--- src/rtl/regf_pkg.sv ---
package regf_pkg;

    localparam int CR_SEL_W = 3;

    typedef enum logic [CR_SEL_W-1:0] {
        CR_PSW  = 3'd0,
        CR_ISP  = 3'd1,
        CR_USP  = 3'd2,
        CR_ITB  = 3'd3,
        CR_ETB  = 3'd4,
        CR_FVEC = 3'd5,
        CR_BPC  = 3'd6,
        CR_BPSW = 3'd7
    } cr_sel_e;

endpackage

--- src/rtl/regf_gpr_bank.sv ---
module regf_gpr_bank #(
    parameter int DW   = 32,
    parameter int NREG = 16
) (
    input  logic                     clk,
    input  logic                     rst_n,
    input  logic                     we,
    input  logic [$clog2(NREG)-1:0]  waddr,
    input  logic [DW-1:0]            wdata,
    input  logic [DW-1:0]            sp_active,
    output logic [NREG*DW-1:0]       rows_o
);
    localparam int AW = $clog2(NREG);

    typedef struct packed {
        logic [NREG-1:1][DW-1:0] row;
    } gpr_state_t;

    gpr_state_t st_d, st_q;

    always_comb begin
        st_d = st_q;
        for (int i = 1; i < NREG; i++) begin
            if (we && waddr == AW'(i)) begin
                st_d.row[i] = wdata;
            end
        end
    end

    always_ff @(posedge clk) begin
        if (!rst_n) begin
            st_q <= '0;
        end else begin
            st_q <= st_d;
        end
    end

    for (genvar g = 0; g < NREG; g++) begin : g_rows
        if (g == 0) begin : g_alias
            assign rows_o[g*DW +: DW] = sp_active;
        end else begin : g_plain
            assign rows_o[g*DW +: DW] = st_q.row[g];
        end
    end

endmodule

--- src/rtl/regf_sp_bank.sv ---
module regf_sp_bank
    import regf_pkg::*;
#(
    parameter int DW         = 32,
    parameter int NREG       = 16,
    parameter int ALIGN_BITS = 2
) (
    input  logic                     clk,
    input  logic                     rst_n,
    input  logic                     u_sel,
    input  logic                     gpr_we,
    input  logic [$clog2(NREG)-1:0]  gpr_waddr,
    input  logic [DW-1:0]            gpr_wdata,
    input  logic                     cr_we,
    input  logic [CR_SEL_W-1:0]      cr_sel,
    input  logic [DW-1:0]            cr_wdata,
    output logic [DW-1:0]            sp_active,
    output logic [DW-1:0]            isp,
    output logic [DW-1:0]            usp,
    output logic                     misaligned
);
    typedef struct packed {
        logic [DW-1:0] isp;
        logic [DW-1:0] usp;
    } sp_state_t;

    sp_state_t st_d, st_q;

    always_comb begin
        st_d = st_q;
        if (cr_we && cr_sel == CR_ISP) begin
            st_d.isp = cr_wdata;
        end
        if (cr_we && cr_sel == CR_USP) begin
            st_d.usp = cr_wdata;
        end
        // the general write port is applied last so it takes precedence
        if (gpr_we && gpr_waddr == '0) begin
            if (u_sel) begin
                st_d.usp = gpr_wdata;
            end else begin
                st_d.isp = gpr_wdata;
            end
        end
    end

    always_ff @(posedge clk) begin
        if (!rst_n) begin
            st_q <= '0;
        end else begin
            st_q <= st_d;
        end
    end

    assign isp        = st_q.isp;
    assign usp        = st_q.usp;
    assign sp_active  = u_sel ? st_q.usp : st_q.isp;
    assign misaligned = |sp_active[ALIGN_BITS-1:0];

endmodule

--- src/rtl/regf_sys_ctrl.sv ---
module regf_sys_ctrl
    import regf_pkg::*;
#(
    parameter int DW    = 32,
    parameter int U_BIT = 17
) (
    input  logic                 clk,
    input  logic                 rst_n,
    input  logic                 pc_we,
    input  logic [DW-1:0]        pc_wdata,
    input  logic                 cr_we,
    input  logic [CR_SEL_W-1:0]  cr_sel,
    input  logic [DW-1:0]        cr_wdata,
    input  logic                 fint_take,
    input  logic                 fint_ret,
    input  logic [DW-1:0]        isp,
    input  logic [DW-1:0]        usp,
    output logic [DW-1:0]        pc,
    output logic [DW-1:0]        psw,
    output logic [DW-1:0]        bpc,
    output logic [DW-1:0]        bpsw,
    output logic [DW-1:0]        fvec,
    output logic [DW-1:0]        cr_rdata
);
    typedef struct packed {
        logic [DW-1:0] pc;
        logic [DW-1:0] psw;
        logic [DW-1:0] bpc;
        logic [DW-1:0] bpsw;
        logic [DW-1:0] fvec;
        logic [DW-1:0] itb;
        logic [DW-1:0] etb;
    } ctl_state_t;

    ctl_state_t st_d, st_q;

    always_comb begin
        st_d = st_q;
        if (cr_we) begin
            case (cr_sel)
                CR_PSW:  st_d.psw  = cr_wdata;
                CR_ITB:  st_d.itb  = cr_wdata;
                CR_ETB:  st_d.etb  = cr_wdata;
                CR_FVEC: st_d.fvec = cr_wdata;
                CR_BPC:  st_d.bpc  = cr_wdata;
                CR_BPSW: st_d.bpsw = cr_wdata;
                default: ;
            endcase
        end
        if (pc_we) begin
            st_d.pc = pc_wdata;
        end
        // interrupt events are applied last: entry first, then return
        if (fint_take) begin
            st_d.bpc        = st_q.pc;
            st_d.bpsw       = st_q.psw;
            st_d.pc         = st_q.fvec;
            st_d.psw        = st_q.psw;
            st_d.psw[U_BIT] = 1'b0;
        end else if (fint_ret) begin
            st_d.pc  = st_q.bpc;
            st_d.psw = st_q.bpsw;
        end
    end

    always_ff @(posedge clk) begin
        if (!rst_n) begin
            st_q <= '0;
        end else begin
            st_q <= st_d;
        end
    end

    always_comb begin
        case (cr_sel)
            CR_PSW:  cr_rdata = st_q.psw;
            CR_ISP:  cr_rdata = isp;
            CR_USP:  cr_rdata = usp;
            CR_ITB:  cr_rdata = st_q.itb;
            CR_ETB:  cr_rdata = st_q.etb;
            CR_FVEC: cr_rdata = st_q.fvec;
            CR_BPC:  cr_rdata = st_q.bpc;
            default: cr_rdata = st_q.bpsw;
        endcase
    end

    assign pc   = st_q.pc;
    assign psw  = st_q.psw;
    assign bpc  = st_q.bpc;
    assign bpsw = st_q.bpsw;
    assign fvec = st_q.fvec;

endmodule

--- src/rtl/regf_read_port.sv ---
module regf_read_port #(
    parameter int DW   = 32,
    parameter int NREG = 16
) (
    input  logic [NREG*DW-1:0]       rows,
    input  logic [$clog2(NREG)-1:0]  raddr,
    input  logic                     we,
    input  logic [$clog2(NREG)-1:0]  waddr,
    input  logic [DW-1:0]            wdata,
    output logic [DW-1:0]            rdata
);
    logic [DW-1:0] stored;

    assign stored = rows[raddr*DW +: DW];
    assign rdata  = (we && waddr == raddr) ? wdata : stored;

endmodule

--- src/rtl/spbank_regfile.sv ---
module spbank_regfile
    import regf_pkg::*;
#(
    parameter int DW    = 32,
    parameter int NREG  = 16,
    parameter int U_BIT = 17
) (
    input  logic                     clk,
    input  logic                     rst_n,
    input  logic [$clog2(NREG)-1:0]  rd_addr_a,
    output logic [DW-1:0]            rd_data_a,
    input  logic [$clog2(NREG)-1:0]  rd_addr_b,
    output logic [DW-1:0]            rd_data_b,
    input  logic                     wr_en,
    input  logic [$clog2(NREG)-1:0]  wr_addr,
    input  logic [DW-1:0]            wr_data,
    input  logic                     pc_wr_en,
    input  logic [DW-1:0]            pc_wr_data,
    input  logic [CR_SEL_W-1:0]      cr_sel,
    input  logic                     cr_wr_en,
    input  logic [DW-1:0]            cr_wr_data,
    output logic [DW-1:0]            cr_rd_data,
    input  logic                     fint_take,
    input  logic                     fint_ret,
    output logic [DW-1:0]            pc,
    output logic [DW-1:0]            psw,
    output logic                     sp_misaligned
);
    localparam int AW  = $clog2(NREG);
    localparam int NRD = 2;

    logic [DW-1:0]      sp_active;
    logic [DW-1:0]      isp_w, usp_w;
    logic [DW-1:0]      bpc_w, bpsw_w, fvec_w;
    logic [NREG*DW-1:0] rows;
    logic [AW-1:0]      rp_addr [NRD];
    logic [DW-1:0]      rp_data [NRD];

    regf_sp_bank #(.DW(DW), .NREG(NREG), .ALIGN_BITS(2)) u_sp (
        .clk        (clk),
        .rst_n      (rst_n),
        .u_sel      (psw[U_BIT]),
        .gpr_we     (wr_en),
        .gpr_waddr  (wr_addr),
        .gpr_wdata  (wr_data),
        .cr_we      (cr_wr_en),
        .cr_sel     (cr_sel),
        .cr_wdata   (cr_wr_data),
        .sp_active  (sp_active),
        .isp        (isp_w),
        .usp        (usp_w),
        .misaligned (sp_misaligned)
    );

    regf_gpr_bank #(.DW(DW), .NREG(NREG)) u_gpr (
        .clk       (clk),
        .rst_n     (rst_n),
        .we        (wr_en),
        .waddr     (wr_addr),
        .wdata     (wr_data),
        .sp_active (sp_active),
        .rows_o    (rows)
    );

    regf_sys_ctrl #(.DW(DW), .U_BIT(U_BIT)) u_ctl (
        .clk       (clk),
        .rst_n     (rst_n),
        .pc_we     (pc_wr_en),
        .pc_wdata  (pc_wr_data),
        .cr_we     (cr_wr_en),
        .cr_sel    (cr_sel),
        .cr_wdata  (cr_wr_data),
        .fint_take (fint_take),
        .fint_ret  (fint_ret),
        .isp       (isp_w),
        .usp       (usp_w),
        .pc        (pc),
        .psw       (psw),
        .bpc       (bpc_w),
        .bpsw      (bpsw_w),
        .fvec      (fvec_w),
        .cr_rdata  (cr_rd_data)
    );

    assign rp_addr[0] = rd_addr_a;
    assign rp_addr[1] = rd_addr_b;

    for (genvar p = 0; p < NRD; p++) begin : g_rport
        regf_read_port #(.DW(DW), .NREG(NREG)) u_rp (
            .rows  (rows),
            .raddr (rp_addr[p]),
            .we    (wr_en),
            .waddr (wr_addr),
            .wdata (wr_data),
            .rdata (rp_data[p])
        );
    end

    assign rd_data_a = rp_data[0];
    assign rd_data_b = rp_data[1];

endmodule

--- config.mk ---
export PLATFORM = sky130hd
export DESIGN_NAME = spbank_regfile
export DESIGN_NICKNAME = d
export VERILOG_FILES = /design/src/rtl/regf_pkg.sv /design/src/rtl/regf_gpr_bank.sv /design/src/rtl/regf_sp_bank.sv /design/src/rtl/regf_sys_ctrl.sv /design/src/rtl/regf_read_port.sv /design/src/rtl/spbank_regfile.sv
export SDC_FILE = /design/constraint.sdc
export NUM_CORES = 2
export LEC_CHECK = 0
export BUFFER_PORTS_ARGS = -buffer_cell sky130_fd_sc_hd__buf_2
export CORE_ASPECT_RATIO = 1.2
export CORE_UTILIZATION = 40
export CTS_CLUSTER_DIAMETER = 200
export DETAILED_ROUTE_END_ITERATION = 10
export GPL_ROUTABILITY_DRIVEN = 0
export GPL_TIMING_DRIVEN = 1
export MAX_ROUTING_LAYER = met4
export PLACE_DENSITY = 0.7
export SETUP_SLACK_MARGIN = 0.15
export SYNTH_ARGS = -nofsm -noshare
export SYNTH_HDL_FRONTEND = slang
export SYNTH_SLANG_ARGS = --single-unit
export TNS_END_PERCENT = 5
--- constraint.sdc ---
create_clock -name clk -period 1.5 [get_ports clk]
set_input_delay 0.15 -clock clk [delete_from_list [all_inputs] [get_ports clk]]
set_output_delay 0.15 -clock clk [all_outputs]
set_load 0.05 [all_outputs]
==> After elaboration in Yosys (flattened, before gate mapping) <==
Cells that the tools add are included.
{ "classes": {"n_eq_ne": 24, "n_shift": 2, "muxes": 20, "bitwise": 2, "reduce_logical": 37} }
{ "ops": {"columns": ["operator", "count"], "rows": [
  ["indexed part select 512 x 10 -> 32 bit", 2],
  ["two-way mux 32 bit", 14],
  ["two-way mux 64 bit", 4],
  ["one-hot mux 32 bit (7 select lines)", 1],
  ["two-way mux 192 bit", 1],
  ["== test 4 bit (second input constant)", 8],
  ["logical AND 1 bit", 20],
  ["== test 4 x 3 -> 1 bit (second input constant)", 4],
  ["== test 3 bit (second input constant)", 4],
  ["AND reduction 2 bit", 6],
  ["nonzero test 2 bit", 5],
  ["== test 4 x 2 -> 1 bit (second input constant)", 2],
  ["== test 4 bit", 2],
  ["== test 3 x 2 -> 1 bit (second input constant)", 2],
  ["== test 4 x 1 -> 1 bit (second input constant)", 1],
  ["zero test 4 bit", 1],
  ["OR reduction 2 bit", 2],
  ["== test 3 x 1 -> 1 bit (second input constant)", 1],
  ["zero test 3 bit", 1],
  ["AND reduction 3 bit", 1],
  ["nonzero test 3 bit", 1],
  ["NOT 1 bit", 2]
]} }
{ "totals": {"regBits": 768, "in_bits": 118, "output_inout_bits": 161, "word_cells": 110} }

==> Depth between registers and ports, before layout <==
{ "logic_depth": {"depth_word": 5, "depth_mapped": 8, "depth_no_buf": 5} }

==> Modules after synthesis <==
From an unflattened synthesis, not the netlist that was laid out.
{ "unflattened": {"cells_unflattened": 4187, "hier_area_um2": 40888.0} }
{ "modules_own_cells": {"columns": ["mod", "n_inst", "cells_each", "area_each_um2", "seq_area_each_um2"], "rows": [
  ["regf_gpr_bank", 1, 1666, 17329.1, 9609.2],
  ["regf_sys_ctrl", 1, 1490, 11962.7, 4484.3],
  ["regf_read_port", 2, 310, 4122.7, 0.0],
  ["regf_sp_bank", 1, 411, 3350.7, 1281.2]
]} }

==> Worst setup path before layout <==
No wires, ideal clock.
{ "synth_path": {"path_kind": "input -> output", "start": "in cr_sel[1]", "end": "out cr_rd_data[16]", "arrival_time_ns": 2.215, "t_required_ns": 1.350, "slack_ns": -0.865, "cell_stages": 6, "n_path_buf": 4, "cell_sequence": "buf_2 > buf_4 > buf_2 > buf_2 > o22ai_1 > a211oi_1"} }
{ "synth_between": {"elab_chain_cells": 2, "word_cells_on_any_way": 8, "classes_between": "6 x eq/ne; 1 x mux; 1 x reduce/logical"} }
{ "synth_lines": {"columns": ["element", "line_no", "source"], "rows": [
  ["start: declaration", "spbank_regfile.sv:19", "input logic [CR_SEL_W-1:0] cr_sel,"],
  ["== test 3 bit (tied with other cells)", "regf_sys_ctrl.sv:75", "case (cr_sel)"],
  ["one-hot mux 32 bit (7 select lines) (*)", "regf_sys_ctrl.sv:75", null],
  ["end: declaration", "spbank_regfile.sv:22", "output logic [DW-1:0] cr_rd_data,"]
]} }
Every way passes the cells marked *; elsewhere a longest branch is shown, timed or not.

==> Worst setup path after layout <==
{ "layout_path": {"start": "reg u_ctl.st_q (netlist bit u_ctl.psw[17])", "end": "out rd_data_b[6]"} }
{ "layout_between": {"elab_chain_cells": 3} }
{ "layout_lines": {"columns": ["element", "line_no", "source"], "rows": [
  ["start: declaration", "regf_sys_ctrl.sv:35", "ctl_state_t st_d, st_q;"],
  ["start signal: assignment", "regf_sys_ctrl.sv:70", "st_q <= st_d;"],
  ["two-way mux 32 bit", "regf_sp_bank.sv:57", "assign sp_active = u_sel ? st_q.usp : st_q.isp;"],
  ["indexed part select 512 x 10 -> 32 bit", "regf_read_port.sv:14", "assign stored = rows[raddr*DW +: DW];"],
  ["two-way mux 32 bit", "regf_read_port.sv:15", "assign rdata = (we && waddr == raddr) ? wdata : stored;"],
  ["end: declaration", "spbank_regfile.sv:13", "output logic [DW-1:0] rd_data_b,"]
]} }
Every way passes these cells.

==> results by group <==
Min path
  • Hold Path Cell Cnt: 6
  • Hold EP: u_ctl.pc[25]$_SDFFE_PN0P_
  • Min-delay src: pc_wr_data[25]
  • Hold Path Class: in2reg

Global route
  • First-pass GRT wire length: 244000 µm
  • Largest net degree at the start of global routing: 123
  • Grt total ovfl: 0
  • Vias in the first global route: 39982
  • Number of antenna violations at the first check in global routing: 10
  • Total GRT Usage: 0.297

Die
  • Initial Utilization: 0.404
  • Die Area: 109000 µm²
  • Num ports: 279
  • Rows: 131
  • Core footprint: 107000 µm²
  • Die width: 301 µm
  • Die height: 361 µm

Power
  • Maximum vdd drop: 0.869 mV
  • Leakage: 21.8 nW
  • Power density cells: 904 nW/µm²

Drt
  • Routed WL: 161000 µm
  • DRT antenna net count: 0
  • DR WL/cell: 23.1 µm
  • Vias per inst: 5.88
  • First-pass DRT Iterations: 9
  • DRC: 32
  • Iteration-0 DRC Markers: 4432
  • Via count: 40972

Logic synthesis
  • Async SR Flop Fraction: 0
  • Cell area after synthesis: 43000 µm²
  • Flops & latches, synth: 768
  • Count leader, synth: nand2_1
  • Main synth FF type: dfxtp_1
  • Seq/Total Area, Yosys: 0.357
  • Mapped Cells: 5098
  • Post-synthesis net count: 5216
  • EDFF count, synth: 0
  • Area leader, netlist: dfxtp_1
  • Mean Syn Cell Area: 8.44 µm²
  • Leading post-synthesis cells by cell area: dfxtp_1 (36%), nand2_1 (13%), mux4_2 (7.7%), a21boi_0 (7.3%), mux2i_1 (6.1%)
  • Most common library cells after synthesis: nand2_1 (1444), dfxtp_1 (768), a21boi_0 (416)
  • Syn. warnings: 0
  • Top cell type's share of synthesized area: 0.357
  • Netlist cell types: 56

Layout
  • FF/Latch Area: 15500 µm²
  • Number of fill cells: 9318
  • Final design utilization: 0.532
  • Layout cells sized above 1: 0.281
  • Final nets: 5616
  • Post-route insts no fill: 6968
  • Multi-input logic area: 26600 µm²
  • P&R area growth vs syn: 31.8%

Clock network
  • Worst skew pair latency: 670 ps
  • H-Tree Depth: 3
  • CTS clk-pin slew, worst paths: 70 ps
  • # clock sinks: 768
  • CTS buffer count: 79
  • Clk root buf: clkbuf_16
  • CTS tree: built
  • CTS max path bufs: 3

Setup path
  • Max FO, Critical Path: 9
  • Reg2Reg Launch Point: u_ctl.psw[17]$_SDFFE_PP0P_
  • Worst R2R End: u_sp.isp[23]$_SDFF_PN0_
  • Critical path capture point type: output port
  • FF-to-FF setup slack: -80 ps
  • Critical path type: reg2out
  • Type of origin of the critical path: register
  • Path depth of the worst reg2reg path: 6
  • Worst Path Required: 1350 ps
  • CP arrival: 2660 ps

STA
  • Final Max Tran Viols: 0
  • Setup TNS: -100040 ps
  • Worst Skew: 13.0 ps
  • RSZ-0062 raised after global routing: true
  • Fmax achieved: 356 MHz
  • Final worst-path cycle share: 1.87
  • Worst-Margin Slew: 570 ps
  • Relative max-transition margin: 0.618
  • Final hold vios: 0
  • Post-route worst setup slack: -1310 ps
  • Tmin final: 2810 ps
  • Setup violations, final: 130

Job
  • MaxCap Viol Count: 0

Placement
  • Post-DP HPWL: 111000 µm
  • Port Buffer Count: 278
  • Placed Cells: 6712

Run status
  • Status: finished with violations
  • Violated checks: DRC, setup timing
[registers in the layout (all words and copies together) (netlist names)]
register and count:
u_ctl.pc 32, u_ctl.psw 32, u_sp.isp 32, u_ctl.bpsw 32, u_sp.usp 32, u_gpr.rows_o 480
u_ctl.bpc 32, u_ctl.st_q 64, u_ctl.fvec 32
[cells in the final DEF (no fill, tap or decap), drive strengths merged, types with 64 or more instances in the layout]
cell         netlist  routed
a22oi            109     109
dlygate4sd3        0      91
a21boi           576     576
o211a             95      95
buf              264     840
nand2           1445    1445
o211ai            64      64
nor2             156     156
clkbuf           348     117
and2             105     105
dfxtp            768     768
nand2b            71      71
mux2             126     126
mux4             148     148
mux2i            263     263
a31oi             71      71
o21ai            106     106
a221o             64      64
a21oi            150     150
[logic make-up (layout without fill, tap and decap cells)]
family	after synthesis	after routing	synth area share
buffers and inverters	645	1107	0.0725
other	0	12	0
AOI/OAI and AO/OA	1317	1317	0.224
DFF	768	768	0.357
xor gates and xnor gates	8	8	0.00163
and+or+nand+nor	1823	1823	0.173
muxes	537	537	0.172
[per-layer routing]
metal	part of all wire	track usage
met1	0.40	0.373
met2	0.46	0.454
met3	0.097	0.0587
met5	0	-
met4	0.048	0.144
[power by group]
group | switching (mW) | leakage (nW) | total [mW] | internal (mW)
clock | 8.80 | 1.32 | 20.9 | 12.1
combinational | 5.32 | 14.2 | 9.24 | 3.92
sequential | 0.355 | 6.26 | 21.1 | 20.8
[timing repair]
item                                   in CTS  in global routing
setup buffers                               4                  4
gates cloned                                2                  0
setup endpoints to repair                 224                214
gates resized for setup                   491                 67
endpoints found under the hold margin     391                  0
hold buffers                               91                  0
pin swaps                                  54                  7
[worst max-delay path, cell delays in order, from the launching register on]
cell	delay [ps]
dfxtp_4	420
buf_12	160
buf_4	140
mux2i_4	280
nand2b_1	90
a221o_1	350
o211ai_1	200
a31oi_4	150
buf_12	170
[worst max-delay path by stage]
| stage | startpoint | end | slack, ps | depth (start not counted) |
|---|---|---|---|---|
| after floorplan | u_ctl.psw[17]$_SDFFE_PP0P_ | rd_data_b[30] | -220 | 7 |
| after global placement | u_ctl.psw[17]$_SDFFE_PP0P_ | rd_data_b[6] | -650 | 7 |
| after detailed placement | u_ctl.psw[17]$_SDFFE_PP0P_ | rd_data_b[6] | -660 | 7 |
| after CTS | u_ctl.psw[17]$_SDFFE_PP0P_ | rd_data_a[30] | -1290 | 8 |
| after global routing | u_ctl.psw[17]$_SDFFE_PP0P_ | rd_data_a[31] | -1340 | 9 |
| final | u_ctl.psw[17]$_SDFFE_PP0P_ | rd_data_b[6] | -1310 | 8 |
[through the flow]
| step | hold slack (ps) | setup slack (ps) | power (mW) | cell area (µm²) |
|---|---|---|---|---|
| after floorplan | 432 | -220 | 26.6 | 44600 |
| after global placement | 437 | -652 | 29.8 | 51100 |
| after detailed placement | 445 | -655 | 29.9 | 51100 |
| after CTS | 1.36 | -1290 | 51.2 | 56400 |
| after global routing | 42.1 | -1340 | 52.6 | 56700 |
| final | 16.8 | -1310 | 51.3 | 56700 |
[final cells by class]
cell class / instances / area share
inverters: 33 / 0.00218
well taps: 1396 / 0.0308
diodes: 12 / 0.000529
clock buffers: 117 / 0.0415
multi-input cells: 3685 / 0.469
clock inverters: 26 / 0.00573
flip-flops and latches: 768 / 0.274
repair buffers: 931 / 0.177
No activity file was read; power rests on OpenSTA's default activity.
